### config.mk
export PLATFORM = sky130hd
export DESIGN_NAME = gp_timer_bank
export DESIGN_NICKNAME = d
export VERILOG_FILES = /design/src/rtl/gpt_pkg.sv /design/src/rtl/gpt_channel.sv /design/src/rtl/gpt_irq_bank.sv /design/src/rtl/gp_timer_bank.sv
export SDC_FILE = /design/constraint.sdc
export NUM_CORES = 1
export LEC_CHECK = 0
export BUFFER_PORTS_ARGS = -buffer_cell sky130_fd_sc_hd__buf_2
export CAP_MARGIN = 20
export CORE_AREA = 5 5 261 263
export DETAILED_ROUTE_END_ITERATION = 10
export DIE_AREA = 0 0 266 268
export PLACE_DENSITY = 0.5
export SYNTH_ARGS = -nofsm -noshare
export SYNTH_HDL_FRONTEND = slang
export SYNTH_SLANG_ARGS = --single-unit
export TNS_END_PERCENT = 10
### constraint.sdc
create_clock -name clk -period 11.6 [get_ports clk]
set_input_delay 1.74 -clock clk [delete_from_list [all_inputs] [get_ports clk]]
set_output_delay 1.74 -clock clk [all_outputs]
set_load 0.1 [all_outputs]
### src/rtl/gpt_pkg.sv
package gpt_pkg;
  typedef enum logic [1:0] {
    MODE_ONCE   = 2'd0,
    MODE_REPEAT = 2'd1,
    MODE_KEEP   = 2'd2,
    MODE_FREE   = 2'd3
  } gpt_mode_e;

  // word index inside a 16-byte register group
  localparam logic [1:0] SUB_CTRL = 2'd0;
  localparam logic [1:0] SUB_CLK  = 2'd1;
  localparam logic [1:0] SUB_CNT  = 2'd2;
  localparam logic [1:0] SUB_CMP  = 2'd3;

  localparam logic [1:0] SUB_IEN  = 2'd0;
  localparam logic [1:0] SUB_IST  = 2'd1;
  localparam logic [1:0] SUB_IACK = 2'd2;

  localparam int CTRL_EN_BIT  = 0;
  localparam int CTRL_CLR_BIT = 1;
  localparam int CTRL_MODE_LO = 4;
endpackage

### src/rtl/gpt_channel.sv
module gpt_channel
  import gpt_pkg::*;
#(
  parameter int CNT_W = 32,
  parameter int CLK_W = 5
) (
  input  logic             clk,
  input  logic             rst_n,
  input  logic             ctrl_we,
  input  logic             clk_we,
  input  logic             cmp_we,
  input  logic [CNT_W-1:0] wdata,
  input  logic             tick,
  output logic             en_o,
  output gpt_mode_e        mode_o,
  output logic [CNT_W-1:0] cnt_o,
  output logic [CNT_W-1:0] cmp_o,
  output logic [CLK_W-1:0] clk_cfg_o,
  output logic             match_o
);
  logic             en_q;
  gpt_mode_e        mode_q;
  logic [CNT_W-1:0] cnt_q, cmp_q, cnt_inc;
  logic [CLK_W-1:0] clk_q;
  logic             step, hit;

  assign cnt_inc = cnt_q + 1'b1;
  assign step    = tick && en_q && !ctrl_we;
  assign hit     = step && (cnt_inc == cmp_q) && (mode_q != MODE_FREE);

  always_ff @(posedge clk) begin
    if (!rst_n) begin
      en_q   <= 1'b0;
      mode_q <= MODE_ONCE;
      cnt_q  <= '0;
      cmp_q  <= '0;
      clk_q  <= '0;
    end else begin
      if (cmp_we) cmp_q <= wdata;
      if (clk_we) clk_q <= wdata[CLK_W-1:0];
      if (ctrl_we) begin
        en_q   <= wdata[CTRL_EN_BIT];
        mode_q <= gpt_mode_e'(wdata[CTRL_MODE_LO+1:CTRL_MODE_LO]);
        if (wdata[CTRL_CLR_BIT]) cnt_q <= '0;
      end else if (step) begin
        if (hit && mode_q == MODE_REPEAT) cnt_q <= '0;
        else cnt_q <= cnt_inc;
        if (hit && mode_q == MODE_ONCE) en_q <= 1'b0;
      end
    end
  end

  assign en_o      = en_q;
  assign mode_o    = mode_q;
  assign cnt_o     = cnt_q;
  assign cmp_o     = cmp_q;
  assign clk_cfg_o = clk_q;
  assign match_o   = hit;

  p_oneshot_stop_r3: assert property (@(posedge clk) disable iff (!rst_n)
    (match_o && mode_q == MODE_ONCE) |=> !en_q);
  p_repeat_zero_r4: assert property (@(posedge clk) disable iff (!rst_n)
    (match_o && mode_q == MODE_REPEAT) |=> (cnt_q == '0));
  p_clear_zero_r7: assert property (@(posedge clk) disable iff (!rst_n)
    (ctrl_we && wdata[CTRL_CLR_BIT]) |=> (cnt_q == '0));
  p_disabled_hold_r8: assert property (@(posedge clk) disable iff (!rst_n)
    (!en_q && !ctrl_we) |=> $stable(cnt_q));
  p_no_tick_hold_r12: assert property (@(posedge clk) disable iff (!rst_n)
    (!tick && !ctrl_we) |=> $stable(cnt_q));
  p_free_quiet_r6: assert property (@(posedge clk) disable iff (!rst_n)
    (mode_q == MODE_FREE && !ctrl_we) |=> !$past(match_o));
endmodule

### src/rtl/gpt_irq_bank.sv
module gpt_irq_bank #(
  parameter int NCH = 5
) (
  input  logic           clk,
  input  logic           rst_n,
  input  logic           en_we,
  input  logic           ack_we,
  input  logic [NCH-1:0] wdata,
  input  logic [NCH-1:0] match,
  output logic [NCH-1:0] en_o,
  output logic [NCH-1:0] st_o,
  output logic           irq
);
  logic [NCH-1:0] en_q, st_q, ack_mask;

  assign ack_mask = ack_we ? wdata : '0;

  always_ff @(posedge clk) begin
    if (!rst_n) begin
      en_q <= '0;
      st_q <= '0;
    end else begin
      if (en_we) en_q <= wdata;
      st_q <= (st_q & ~ack_mask) | match;
    end
  end

  assign en_o = en_q;
  assign st_o = st_q;
  assign irq  = |(st_q & en_q);

  p_set_wins_r10: assert property (@(posedge clk) disable iff (!rst_n)
    (match != '0) |=> ((st_q & $past(match)) == $past(match)));
  p_ack_clear_r10: assert property (@(posedge clk) disable iff (!rst_n)
    (ack_we && match == '0) |=> ((st_q & $past(wdata)) == '0));
  p_st_hold_r9: assert property (@(posedge clk) disable iff (!rst_n)
    (!ack_we && match == '0) |=> $stable(st_q));
endmodule

### src/rtl/gp_timer_bank.sv
module gp_timer_bank
  import gpt_pkg::*;
#(
  parameter int NUM_CH = 5,
  parameter int CNT_W  = 32,
  parameter int ADDR_W = 8,
  parameter int CLK_W  = 5
) (
  input  logic                    clk,
  input  logic                    rst_n,
  input  logic [ADDR_W-1:0]       reg_addr,
  input  logic [CNT_W-1:0]        reg_wdata,
  input  logic                    reg_we,
  output logic [CNT_W-1:0]        reg_rdata,
  input  logic [NUM_CH-1:0]       tick_en,
  output logic [NUM_CH*CLK_W-1:0] clk_sel,
  output logic                    irq
);
  localparam int IDX_W = ADDR_W - 4;

  logic [IDX_W-1:0] grp;
  logic [1:0]       sub;
  logic             aligned;

  assign grp     = reg_addr[ADDR_W-1:4];
  assign sub     = reg_addr[3:2];
  assign aligned = (reg_addr[1:0] == 2'b00);

  logic [NUM_CH-1:0]            en_v, match_v, ien, ist;
  gpt_mode_e                    mode_v [NUM_CH];
  logic [NUM_CH-1:0][CNT_W-1:0] cnt_v, cmp_v;
  logic [NUM_CH-1:0][CLK_W-1:0] clk_v;

  logic glob_we;
  assign glob_we = reg_we && aligned && (grp == '0);

  for (genvar i = 0; i < NUM_CH; i++) begin : g_ch
    logic ch_we;
    assign ch_we = reg_we && aligned && (grp == IDX_W'(i + 1));

    gpt_channel #(.CNT_W(CNT_W), .CLK_W(CLK_W)) u_ch (
      .clk       (clk),
      .rst_n     (rst_n),
      .ctrl_we   (ch_we && sub == SUB_CTRL),
      .clk_we    (ch_we && sub == SUB_CLK),
      .cmp_we    (ch_we && sub == SUB_CMP),
      .wdata     (reg_wdata),
      .tick      (tick_en[i]),
      .en_o      (en_v[i]),
      .mode_o    (mode_v[i]),
      .cnt_o     (cnt_v[i]),
      .cmp_o     (cmp_v[i]),
      .clk_cfg_o (clk_v[i]),
      .match_o   (match_v[i])
    );
  end

  gpt_irq_bank #(.NCH(NUM_CH)) u_irq (
    .clk    (clk),
    .rst_n  (rst_n),
    .en_we  (glob_we && sub == SUB_IEN),
    .ack_we (glob_we && sub == SUB_IACK),
    .wdata  (reg_wdata[NUM_CH-1:0]),
    .match  (match_v),
    .en_o   (ien),
    .st_o   (ist),
    .irq    (irq)
  );

  assign clk_sel = clk_v;

  always_comb begin
    reg_rdata = '0;
    if (aligned) begin
      if (grp == '0) begin
        case (sub)
          SUB_IEN: reg_rdata[NUM_CH-1:0] = ien;
          SUB_IST: reg_rdata[NUM_CH-1:0] = ist;
          default: reg_rdata = '0;
        endcase
      end
      for (int i = 0; i < NUM_CH; i++) begin
        if (grp == IDX_W'(i + 1)) begin
          case (sub)
            SUB_CTRL: begin
              reg_rdata[CTRL_EN_BIT] = en_v[i];
              reg_rdata[CTRL_MODE_LO+1:CTRL_MODE_LO] = mode_v[i];
            end
            SUB_CLK: reg_rdata[CLK_W-1:0] = clk_v[i];
            SUB_CNT: reg_rdata = cnt_v[i];
            default: reg_rdata = cmp_v[i];
          endcase
        end
      end
    end
  end

  p_irq_needs_flag_r9: assert property (@(posedge clk) disable iff (!rst_n)
    irq |-> (ist != '0));
endmodule

==> results of run 1 <==
## how the worst max path moves through the flow
stage	start	end	cells after the start
floorplan	reg_addr[2]	reg_rdata[4]	7
global placement	reg_addr[2]	reg_rdata[2]	12
detailed placement	reg_addr[2]	reg_rdata[2]	12
CTS	reg_addr[2]	reg_rdata[2]	12
global route	reg_addr[2]	reg_rdata[2]	12
finish	reg_addr[2]	reg_rdata[2]	12
## per-layer routing
| layer | up-vias | wire [µm] | GRT usage |
|---|---|---|---|
| met1 | 12500 | 50100 | 0.433 |
| met3 | 187 | 9200 | 0.0557 |
| met5 | - | 21 | 0 |
| li1 | 11900 | - | - |
| met4 | 4 | 6000 | 0.134 |
| met2 | 1137 | 45700 | 0.428 |
## report_power, final
part           internal, mW  total, mW  switching [mW]
registers              1.27       1.27         0.00241
clock network         0.891       1.51           0.617
logic                0.0334      0.150           0.117
total                  2.20       2.93           0.736
## critical path, stage by stage
cell,delay [ns]
buf_8,0.61
buf_4,0.63
mux2_2,0.26
a22oi_1,0.07
o22ai_1,0.30
nor2_1,0.10
a21oi_1,0.17
nor2_1,0.06
a211oi_1,0.29
nor3_1,0.08
a21oi_1,0.28
buf_2,0.49
## metrics by stage
stage | util | instances | worst slack [ns]
after floorplan | - | 3329 | 4.63
after global routing | 0.414 | 4139 | 4.58
after global placement | 0.389 | 4053 | 4.81
after CTS | 0.414 | 4139 | 4.78
final | 0.414 | 4142 | 4.64
after detailed placement | 0.390 | 4054 | 4.77
## registers in the layout, summed over array words and instances (netlist names)
signal               count
u_irq.st_o               5
g_ch.u_ch.en_o           5
g_ch.u_ch.clk_cfg_o     25
g_ch.u_ch.mode_o        10
g_ch.u_ch.cmp_o        160
g_ch.u_ch.cnt_o        160
u_irq.en_o               5
## Yosys cell counts, drive strengths merged, types with 69 or more instances
library cell	n
nand4	98
o21ai	91
clkbuf	238
a21oi	282
xor2	80
a31oi	69
nand2	587
dfxtp	370
nor4	81
nor2	196
nand3	170
mux2i	162
xnor2	154
nor3	102
## cells by family after synthesis
family | Yosys count | synth area share
simple gates | 1476 | 0.293
compound gates | 715 | 0.181
flops | 370 | 0.301
buf+inv | 342 | 0.0540
xor+xnor | 236 | 0.0852
mux | 185 | 0.0825
fa+ha+maj | 5 | 0.00255
## area by class of cell
type	count	area (µm²)
antenna	3	7.51
clock buffer	62	1330
clock inverter	23	229
fill	6788	38300
inverter	52	203
multi-input combinational	2617	15900
sequential	370	7410
tap	864	1080
timing repair buffer	151	913
==> results.yml, run 1 <==
floorplanning:
  initial_utilization: 0.376
  fp.dieW_um: 266
  number_of_ports_placed_on_the_die_boundary: 106
  core_um2: 65400
  placementRows: 94
  vertical_extent_of_the_die_um: 268
  fp.dieArea_um2: 71300
finish:
  layout_common_cells: "nand2_1, dfxtp_1, a21oi_1, nor2_1, nand3_1"
  final_common_cell: "nand2_1"
  finalInstanceArea_um2: 27000
  final_net_count: 3291
  synthToLayoutAreaGrowth_pct: 10.1
  layout_cells_sized_above_1: 0.0895
worst_setup_path:
  endpoint_kind: "primary output"
  ff_to_ff_start: "g_ch[0].u_ch.cnt_o[5]"
  rr_worst_depth: 10
  worst-endpoint-arrival_ns: 5.22
  timing.critical_path.from_type: "primary input"
  category_of_the_most_critical_setup_path: "in -> out"
  regToRegEndpoint: "g_ch[0].u_ch.cnt_o[5]"
  worst-r2r-setup-slack_ns: 6.01
  path_max_fanout: 94
  worstPathRequired_ns: 9.86
synth:
  synth_enable_flop_cells: 0
  seq_area_frac_synth: 0.301
  syn_inst: 3329
  netlist.top_cell.by_area: "dfxtp_1"
  synth.cell_area_um2: 24600
  synth_cell_types: 83
  async_reset_ff_frac: 0
  syn-num-nets: 3382
  dominantRegCellSynth: "dfxtp_1"
  yosys_warnings: 0
  post-synth-top-area-fraction: 0.301
  synth_top_cells_by_area: "dfxtp_1, nand2_1, mux2i_1"
  postSynthAreaPerCell_um2: 7.38
  number_of_storage_elements_in_the_synthesis_netlist: 370
placement:
  place.gp.congestion: 0.956
  dpl-instance-area_um2: 25500
  dpl.hpwl_mm: 81.2
  placement.io_buffers: 105
cts:
  hold_buffers: 0
  clk_root_buffer_cell: "clkbuf_16"
  clk_pin_slew_worst_paths_ns: 0.06
  insertion_delay_ns: 0.59
  tritoncts: "done"
  post_cts_resize_count: 0
  tritoncts_num_sinks: 370
  cts_inserted_buffers: 46
  cts_max_level: 2
  cts-root-to-sink-buffers: 3
  post_cts.repair.setup_buffers: 0
detailed_routing:
  ant_nets: 0
  vias_per_cell: 6.22
  detailroute.via_count: 25800
  post_drt_wl_per_cell_um: 26.8
  drt_pass1_iterations: 5
  routed_wirelength_mm: 111
  detail_route.iter0.violations: 3118
  detail_route.drc_violations: 0
grt:
  antenna_found_initial: 2
  first_global_vias: 23500
  global_route.overflow_total: 0
  grt_pass1_wl_mm: 162
  largest_net_degree_at_the_start_of_global_routing: 134
  grt_use_total: 0.298
timing:
  max_freq_mhz: 144
  grt_setup_unrepaired: "no"
  finalSetupViolCount: 0
  fin_crit_sh: 0.600
  worst_clock_skew_ns: 0.0126
  setup_tns_ns: 0
  final-max-slew-violation-count: 0
  hold-worst-slack_ns: 0.483
  timing_hold_violations_final: 0
  pin_slew_with_the_least_headroom_to_its_limit_ns: 1.28
  timing.slew.headroom: 0.140
  finalCriticalPeriod_ns: 6.96
power_and_ir_drop:
  powerDensity_nw_per_um2: 108
  p_leak_nw: 9.04
  finalPower_mw: 2.93
  max-vdd-ir-drop_v: 0.0000913
hold_path:
  worst_hold_path_type: "reg -> reg"
  hp-start: "u_irq.st_o[0]"
  min_to: "u_irq.st_o[0]"
  timing.hold.worst_path_depth: 2
status:
  outcome: "complete, no violations"
run:
  drv_cap: 0
Power figures use the tool's default switching activity.
==> inputs of run 2 (changes only) <==
clock period = 6.8 ns   (was 11.6 ns; I/O delays follow)
==> run 2 against run 1 <==
Effect of this change:
- combinational power rose by 75%
- largest power group unchanged
- setup slack got worse by 2.8 ns
- sequential power rose by 71%
- worst hold slack got worse by 0.0048 ns
- clock power rose by 71%
- critical endpoint unchanged
==> results.yml, run 2 (synthesis gave the netlist of run 1 again) <==
finish:
  filler_free_cell_count_of_the_finished_design: 4142
  synthToLayoutAreaGrowth_pct: 10.4
  final_net_count: 3297
  layout_cells_sized_above_1: 0.0892
  final_common_cell: "nand2_1"
  finish.utilization: 0.415
  layout_common_cells: "nand2_1, dfxtp_1, a21oi_1, nor2_1, nand3_1"
grt:
  grt_use_total: 0.303
  largest_net_degree_at_the_start_of_global_routing: 124
  antenna_found_initial: 0
  first_global_vias: 23700
  global_route.overflow_total: 0
  grt_pass1_wl_mm: 164
placement:
  place.gp.congestion: 0.967
  dpl.hpwl_mm: 83.1
  placement.io_buffers: 105
  placed_cells_incl_taps: 4058
worst_setup_path:
  critical-path-slowest-cell: "buf_4"
  timing.critical_path.slowest_cell_delay_ns: 0.50
  ff_to_ff_start: "g_ch[3].u_ch.cnt_o[8]"
  timing.critical_path.from_type: "primary input"
  path_max_fanout: 35
  worst-endpoint-arrival_ns: 3.89
  path_cells: "buf_8 > buf_4 > nor2b_1 > a22oi_1 > o22ai_1 > nor2_1 > a21oi_1 > nor2_1 > a211oi_1 > nor3_1 > a21oi_1 > buf_2"
  regToRegEndpoint: "g_ch[3].u_ch.cnt_o[9]"
  category_of_the_most_critical_setup_path: "in -> out"
  worst_path_dominant_cell_family: "buffers and inverters"
  worstPathRequired_ns: 5.78
  path_buf_inv: 3
  endpoint_kind: "primary output"
  rr_worst_depth: 9
  worst-r2r-setup-slack_ns: 1.94
hold_path:
  worst_hold_path_type: "reg -> reg"
  min_to: "g_ch[0].u_ch.cmp_o[12]"
  timing.hold.worst_path_depth: 2
  hp-start: "g_ch[0].u_ch.cmp_o[12]"
floorplanning:
  core_um2: 65400
  number_of_ports_placed_on_the_die_boundary: 106
  initial_utilization: 0.376
  fp.dieW_um: 266
  placementRows: 94
  vertical_extent_of_the_die_um: 268
  fp.dieArea_um2: 71300
detailed_routing:
  post_drt_wl_per_cell_um: 27.4
  detailroute.via_count: 25900
  met3_length_mm: 9.76
  ant_nets: 0
  met2_wire_length_mm: 47.9
  vias_per_cell: 6.26
  maxUsedRoutingLayer: "met4"
  wl_met1_mm: 50.6
  routed_wirelength_mm: 113
  detail_route.drc_violations: 0
  detail_route.iter0.violations: 3101
  drt_pass1_iterations: 6
run:
  drv_cap: 0
cts:
  insertion_delay_ns: 0.60
  post_cts_resize_count: 0
  cts_inserted_buffers: 47
  tritoncts_num_sinks: 370
  cts-root-to-sink-buffers: 3
  post_cts.repair.setup_buffers: 0
  cts_max_level: 2
  clk_pin_slew_worst_paths_ns: 0.05
  tritoncts: "done"
  hold_buffers: 0
  clk_root_buffer_cell: "clkbuf_16"
timing:
  fin_crit_sh: 0.722
  finalSetupViolCount: 0
  max_freq_mhz: 204
  final-max-slew-violation-count: 0
  timing.slew.headroom: 0.174
  grt_setup_unrepaired: "no"
  pin_slew_with_the_least_headroom_to_its_limit_ns: 1.23
  timing_hold_violations_final: 0
  worst_clock_skew_ns: 0.0140
  setup_tns_ns: 0
  finalCriticalPeriod_ns: 4.91
status:
  outcome: "complete, no violations"
power_and_ir_drop:
  p_leak_nw: 9.07
  powerDensity_nw_per_um2: 185
  max-vdd-ir-drop_v: 0.000201
==> run 2: final cells by class <==
class	count	area, µm²
Fill cell	6851	38300
Multi-Input combinational cell	2617	15900
Sequential cell	370	7410
Clock buffer	75	1480
Tap cell	864	1080
Timing Repair Buffer	156	978
Inverter	52	203
Clock inverter	5	75.1
Antenna cell	3	7.51
==> run 2: report_power, final <==
part	switching (mW)	leakage, nW	internal, mW	total (mW)
combinational	0.204	5.32	0.0595	0.263
clock	1.02	0.771	1.55	2.58
sequential	0.00397	2.98	2.17	2.17
total	1.23	9.07	3.78	5.01
==> run 2: routing by layer <==
metal	up-vias	global-route usage
met3	191	0.0540
met1	12700	0.437
met5	-	0
met4	0	0.117
met2	1207	0.451
li1	11800	-
==> run 2: worst reg2reg max path, delay by kind of cell (launching register included) <==
family / cells / cell delay (ns)
DFF: 1 / 0.58
AOI/OAI and AO/OA: 4 / 1.05
and+or+nand+nor: 5 / 3.13
==> run 2: worst max path at each step <==
| stage | from | endpoint | cells after the start |
|---|---|---|---|
| after CTS | reg_addr[2] | reg_rdata[30] | 9 |
| after detailed placement | reg_addr[7] | g_ch[2].u_ch.cnt_o[31] | 11 |
| after global placement | reg_addr[5] | g_ch[2].u_ch.cnt_o[24] | 11 |
| after floorplan | reg_addr[2] | reg_rdata[4] | 7 |
| after global routing | g_ch[1].u_ch.cnt_o[0] | g_ch[1].u_ch.cnt_o[12] | 11 |
| final | reg_addr[2] | reg_rdata[2] | 12 |
==> run 2: metrics by stage <==
step | area (µm²) | worst slack, ns | total power [mW] | hold WS, ns
final | 27100 | 1.89 | 5.01 | 0.478
after global routing | 27100 | 1.77 | 5.14 | 0.493
after detailed placement | 25500 | 1.66 | 2.48 | 0.470
after floorplan | 24600 | 1.27 | 2.35 | 0.444
after global placement | 25500 | 1.65 | 2.47 | 0.465
after CTS | 27100 | 1.87 | 5.05 | 0.482
